<file path="config.mk">
export PLATFORM = sky130hd
export DESIGN_NAME = dpm_arbiter
export DESIGN_NICKNAME = d
export VERILOG_FILES = /design/src/rtl/dpm_pkg.sv /design/src/rtl/dpm_cap_counter.sv /design/src/rtl/dpm_owner_fsm.sv /design/src/rtl/dpm_bus_mux.sv /design/src/rtl/dpm_arbiter.sv
export SDC_FILE = /design/constraint.sdc
export NUM_CORES = 1
export LEC_CHECK = 0
export BUFFER_PORTS_ARGS = -buffer_cell sky130_fd_sc_hd__buf_2
export CORE_MARGIN = 5
export CORE_UTILIZATION = 35
export DETAILED_ROUTE_END_ITERATION = 10
export MAX_ROUTING_LAYER = met4
export PLACE_DENSITY = 0.66
export SYNTH_ARGS = -nofsm -noshare
export SYNTH_HDL_FRONTEND = slang
export SYNTH_SLANG_ARGS = --single-unit
</file>
<file path="constraint.sdc">
create_clock -name clk -period 4.5 [get_ports clk]
set_input_delay 0.45 -clock clk [delete_from_list [all_inputs] [get_ports clk]]
set_output_delay 0.45 -clock clk [all_outputs]
set_load 0.01 [all_outputs]
</file>
<file path="src/rtl/dpm_pkg.sv">
package dpm_pkg;

    localparam int ADDR_W_DEF = 16;
    localparam int DATA_W_DEF = 8;
    localparam int STAGE_W    = 4;

    typedef enum logic [1:0] {
        OWN_NONE = 2'd0,
        OWN_CAP  = 2'd1,
        OWN_CPU  = 2'd2
    } owner_e;

    // Picks the owner of the next cycle. A busy owner keeps the bus until done.
    function automatic owner_e pick_owner(owner_e cur, logic done,
                                          logic cpu_req, logic cap_wait);
        owner_e nxt;
        nxt = cur;
        unique case (cur)
            OWN_NONE: begin
                if (cap_wait)     nxt = OWN_CAP;
                else if (cpu_req) nxt = OWN_CPU;
            end
            OWN_CAP: if (done) begin
                if (cpu_req)       nxt = OWN_CPU;
                else if (cap_wait) nxt = OWN_CAP;
                else               nxt = OWN_NONE;
            end
            OWN_CPU: if (done) begin
                if (cap_wait)     nxt = OWN_CAP;
                else if (cpu_req) nxt = OWN_CPU;
                else              nxt = OWN_NONE;
            end
            default: nxt = OWN_NONE;
        endcase
        return nxt;
    endfunction

endpackage

</file>
<file path="src/rtl/dpm_cap_counter.sv">
module dpm_cap_counter #(
    parameter int ADDR_W  = dpm_pkg::ADDR_W_DEF,
    parameter int STAGE_W = dpm_pkg::STAGE_W
) (
    input  logic              clk,
    input  logic              rst,
    input  logic              clr,
    input  logic              inc,
    output logic [ADDR_W-1:0] count
);
    localparam int N_STG = ADDR_W / STAGE_W;

    logic [N_STG:0] carry;
    assign carry[0] = inc;

    // Cascaded nibble stages; each advances when all lower stages roll over.
    for (genvar g = 0; g < N_STG; g++) begin : g_stage
        logic [STAGE_W-1:0] nib;

        assign carry[g+1] = carry[g] & (&nib);

        always_ff @(posedge clk) begin
            if (rst || clr)
                nib <= '0;
            else if (carry[g])
                nib <= nib + STAGE_W'(1);
        end

        assign count[g*STAGE_W +: STAGE_W] = nib;
    end

endmodule

</file>
<file path="src/rtl/dpm_owner_fsm.sv">
module dpm_owner_fsm
    import dpm_pkg::*;
#(
    parameter int DATA_W = DATA_W_DEF
) (
    input  logic              clk,
    input  logic              rst,
    input  logic              cap_valid,
    input  logic [DATA_W-1:0] cap_byte,
    input  logic              cpu_req,
    input  logic              mem_ack,
    output owner_e            owner,
    output logic [DATA_W-1:0] act_byte,
    output logic              cap_step
);
    owner_e            owner_q, owner_d;
    logic              wait_q;
    logic [DATA_W-1:0] wait_byte_q;
    logic [DATA_W-1:0] act_byte_q;
    logic              load_cap;

    always_comb begin
        owner_d  = pick_owner(owner_q, mem_ack, cpu_req, wait_q);
        load_cap = (owner_d == OWN_CAP) && ((owner_q != OWN_CAP) || mem_ack);
        cap_step = (owner_q == OWN_CAP) && mem_ack;
    end

    always_ff @(posedge clk) begin
        if (rst) begin
            owner_q     <= OWN_NONE;
            wait_q      <= 1'b0;
            wait_byte_q <= '0;
            act_byte_q  <= '0;
        end else begin
            owner_q <= owner_d;
            if (load_cap)
                act_byte_q <= wait_byte_q;
            if (cap_valid) begin
                wait_q      <= 1'b1;
                wait_byte_q <= cap_byte;
            end else if (load_cap) begin
                wait_q <= 1'b0;
            end
        end
    end

    assign owner    = owner_q;
    assign act_byte = act_byte_q;

endmodule

</file>
<file path="src/rtl/dpm_bus_mux.sv">
module dpm_bus_mux
    import dpm_pkg::*;
#(
    parameter int ADDR_W = ADDR_W_DEF,
    parameter int DATA_W = DATA_W_DEF
) (
    input  owner_e            owner,
    input  logic [ADDR_W-1:0] cap_addr,
    input  logic [DATA_W-1:0] cap_data,
    input  logic [ADDR_W-1:0] cpu_addr,
    input  logic [DATA_W-1:0] cpu_data,
    input  logic              cpu_we,
    output logic [ADDR_W-1:0] mem_addr,
    output logic [DATA_W-1:0] mem_wdata,
    output logic              mem_we,
    output logic              cap_en,
    output logic              cpu_en
);
    always_comb begin
        cap_en    = (owner == OWN_CAP);
        cpu_en    = (owner == OWN_CPU);
        mem_addr  = '0;
        mem_wdata = '0;
        mem_we    = 1'b0;
        if (cap_en) begin
            mem_addr  = cap_addr;
            mem_wdata = cap_data;
            mem_we    = 1'b1;
        end else if (cpu_en) begin
            mem_addr  = cpu_addr;
            mem_wdata = cpu_data;
            mem_we    = cpu_we;
        end
    end

endmodule

</file>
<file path="src/rtl/dpm_arbiter.sv">
module dpm_arbiter
    import dpm_pkg::*;
#(
    parameter int ADDR_W = ADDR_W_DEF,
    parameter int DATA_W = DATA_W_DEF
) (
    input  logic              clk,
    input  logic              rst,
    input  logic              cap_clear,
    input  logic              cap_valid,
    input  logic [DATA_W-1:0] cap_byte,
    input  logic              cpu_req,
    input  logic              cpu_we,
    input  logic [ADDR_W-1:0] cpu_addr,
    input  logic [DATA_W-1:0] cpu_wdata,
    input  logic              mem_ack,
    output logic [ADDR_W-1:0] mem_addr,
    output logic [DATA_W-1:0] mem_wdata,
    output logic              mem_we,
    output logic              cap_en,
    output logic              cpu_en,
    output logic [ADDR_W-1:0] cap_addr
);
    owner_e            owner;
    logic [DATA_W-1:0] act_byte;
    logic              cap_step;

    dpm_owner_fsm #(.DATA_W(DATA_W)) u_fsm (
        .clk       (clk),
        .rst       (rst),
        .cap_valid (cap_valid),
        .cap_byte  (cap_byte),
        .cpu_req   (cpu_req),
        .mem_ack   (mem_ack),
        .owner     (owner),
        .act_byte  (act_byte),
        .cap_step  (cap_step)
    );

    dpm_cap_counter #(.ADDR_W(ADDR_W), .STAGE_W(STAGE_W)) u_cnt (
        .clk   (clk),
        .rst   (rst),
        .clr   (cap_clear),
        .inc   (cap_step),
        .count (cap_addr)
    );

    dpm_bus_mux #(.ADDR_W(ADDR_W), .DATA_W(DATA_W)) u_mux (
        .owner     (owner),
        .cap_addr  (cap_addr),
        .cap_data  (act_byte),
        .cpu_addr  (cpu_addr),
        .cpu_data  (cpu_wdata),
        .cpu_we    (cpu_we),
        .mem_addr  (mem_addr),
        .mem_wdata (mem_wdata),
        .mem_we    (mem_we),
        .cap_en    (cap_en),
        .cpu_en    (cpu_en)
    );

endmodule

</file>
==> flow_summary.yaml <==
synth:
  ys_top_cells_by_area: "dfxtp_1, a22o_1, mux2i_1"
  async_reset_ff_share_pct: 0
  yosys_warnings: 0
  syn_nets: 232
  synth-main-ff-cell: "dfxtp_1"
  seq_area_frac_synth_pct: 39.5
  post-synth-top-count-cell: "dfxtp_1"
  ys_types: 32
  synthCells: 189
  synth.top_cell.area_share_pct: 39.5
  synthTopCellsByCount: "dfxtp_1, nor2_1, a22o_1"
  avgSynthCellArea_um2: 9.37
  synth_top_area_cell: "dfxtp_1"
  ys_ff_latch: 35
  synth_enable_flop_cells: 0
  synth_area_mm2: 0.00177
worst_hold_path:
  hold_class: "in -> reg"
  min_from: "cap_byte[0]"
  min_to: "u_fsm.wait_byte_q[0]"
  min_path_cells: 3
clock_tree:
  worstSkewPairLatency_ns: 0.28
  cts_tree: "done"
  postCtsSetupRepairBufs: 0
  numCtsBuffers: 5
  ctsHoldBuffers: 0
  clk_path_buf_depth: 2
  htreeDepth: 2
  clk_pin_slew_ns: 0.07
  cts_resized: 0
  root_buffer: "clkbuf_8"
  cts_sinks: 35
setup_path:
  critPathCaptureType: "output port"
  rr_worst_depth: 4
  startpoint_type: "register"
  ff2ff_setup_slack_ns: 2.35
  slowest_delay_ns: 0.83
  r2r_start: "u_fsm.owner[0]"
  r2r_end: "u_cnt.g_stage[0].nib[3]"
  crit_arrival_ns: 1.99
  cp_top_family: "simple AND/OR/NAND/NOR gates"
  critPathBufInv: 1
  critPathMaxFanout: 30
  critical_path.cell_chain: "and2b_1, a22o_1, buf_2"
  path_class: "reg -> out"
  required_ns: 4.05
  cpMaxStageDelayCell: "and2b_1"
power_and_ir_drop:
  power.internal_mw: 0.470
  switchingPower_mw: 0.159
  ir_drop_uv: 182
  power.total_mw: 0.629
  p_leak_nw: 1.16
  swShare_pct: 25.3
  combPwrFrac_pct: 14.5
  pwr-share-clk_pct: 33.8
  p_per_area_mw_per_mm2: 276
  power_frac_seq_pct: 51.7
sta:
  setup_viol: 0
  skew_ns: 0.00376
  fmax_mhz: 410
  final.setup.tns_ns: 0
  maxSlewViolCount: 0
  hold_viol_final: 0
  relSlewSlack_pct: 34.0
  period_needed_ns: 2.44
  worst_slew_pin_slew_ns: 0.984
  finalWorstSetupSlack_ns: 2.06
  rsz0062_at_grt: "no"
  fin_crit_sh_pct: 54.3
placement:
  place_ws_ns: 2.34
  place_hpwl_um: 3080
  dp_cells: 324
  gp_congestion: 0.761
  port_buffers: 81
finish:
  fin_util_pct: 47.4
  n_antenna_cell: 0
  nets: 307
  area_growth_pct: 28.7
  stdcell_count: 332
  drive_gt1_share_pct: 35.8
floorplanning:
  std_cell_rows: 25
  die-area_mm2: 0.00658
  fp.dieH_um: 81.1
  start_util_pct: 36.8
  core_mm2: 0.00482
  ios: 82
  chipWidth_um: 81.1
routing:
  antenna_left: 0
  routed_via_density: 4.83
  num_vias: 1602
  routed_wl_um: 4190
  wl_per_cell_um: 12.6
  drt-initial-drc-count: 28
  drt_pass1_iterations: 4
  drc: 0
grt:
  grt_usage_pct: 13.5
  grt_pass1_wl_um: 6730
  grt_pass1_vias: 1465
  grt_max_degree: 31
  antenna_found_initial: 0
  gr-total-overflow: 0
job:
  max-cap-violations: 0
run_status:
  status: "finished clean"
-- metrics by stage --
| step | hold WS (ns) | cell area, um2 |
|---|---|---|
| after global routing | 0.400 | 2280 |
| after CTS | 0.396 | 2280 |
| after global placement | 0.469 | 2200 |
| final | 0.403 | 2280 |
| after floorplan | 0.454 | 1770 |
| after detailed placement | 0.480 | 2200 |
-- worst reg2reg max path, cell delays in order, from the launching register on --
cell     delay, ns
dfxtp_1       0.47
and2b_1       0.83
nand2_1       0.26
or3_1         0.39
a21oi_1       0.13
-- power groups by stage --
stage / registers, mW / logic (mW) / clock network [mW]
finish: 0.325 / 0.0911 / 0.213
global placement: 0.332 / 0.0918 / 0
global route: 0.326 / 0.102 / 0.236
floorplan: 0.330 / 0.0576 / 0
CTS: 0.325 / 0.0928 / 0.223
detailed placement: 0.332 / 0.0925 / 0
-- how the worst max path moves through the flow --
stage / startpoint / endpoint / cells after the start
after floorplan: u_fsm.owner[0] / mem_addr[10] / 4
after global placement: u_fsm.owner[0] / mem_addr[2] / 3
after global routing: u_fsm.owner[0] / mem_addr[2] / 3
after CTS: u_fsm.owner[0] / mem_addr[2] / 3
after detailed placement: u_fsm.owner[0] / mem_addr[2] / 3
final: u_fsm.owner[0] / mem_addr[2] / 3
-- layout make-up --
class | count | area (um2)
clock inverters | 1 | 5.00
well taps | 67 | 83.8
flip-flops and latches | 35 | 701
inverters | 2 | 7.51
clock buffers | 7 | 76.3
multi-input cells | 139 | 1000
repair buffers | 81 | 405
fillers | 485 | 2540
-- cell families (layout without fill, tap and decap cells) --
kind of cell / count (synthesis) / in the layout / synth area share [%]
xor gates and xnor gates: 8 / 8 / 3.95
adders and majority gates: 4 / 4 / 2.82
muxes: 18 / 18 / 10.2
and+or+nand+nor: 68 / 68 / 22.3
AOI/OAI and AO/OA: 41 / 41 / 17.0
DFF: 35 / 35 / 39.5
buffers and inverters: 15 / 91 / 4.17
-- state kept, by name, summed over array words and instances, names as in the netlist --
name / cells
u_cnt.g_stage.nib: 16
u_fsm.act_byte: 8
u_fsm.wait_byte_q: 8
u_fsm.owner: 2
u_fsm.wait_q: 1
-- layout by cell type (no fill, tap or decap) --
cell      Yosys  final
a21o_1        1      1
a21oi_1       8      8
a22o_1       24     24
a31oi_1       1      1
and2b_1       2      2
buf_2         5     81
clkbuf_1      6      2
clkbuf_8      0      5
clkinv_2      0      1
dfxtp_1      35     35
ha_1          4      4
inv_1         2      2
mux2i_1      18     18
nand2_1      11     11
nand2b_1      3      3
nand3_1       6      6
nand3_4       1      1
nand4_1       2      2
nand4b_4      1      1
nor2_1       30     30
nor2b_1       1      1
nor3_1        1      1
nor3_2        1      1
nor3b_1       1      1
nor4_1        1      1
nor4_4        3      3
o21ai_0       6      6
o31ai_2       0      1
or2_2         1      1
or3_1         3      3
xnor2_1       6      6
xor2_1        2      2
-- per-layer routing --
layer | part of all wire (%) | up-vias | GRT usage, %
met5 | 0 | - | -
met4 | 1.1 | 0 | 4.05
met3 | 8.7 | 5 | 4.21
met2 | 46 | 59 | 21.8
met1 | 44 | 711 | 16.0
li1 | - | 827 | -
Power figures use the tool's default switching activity.
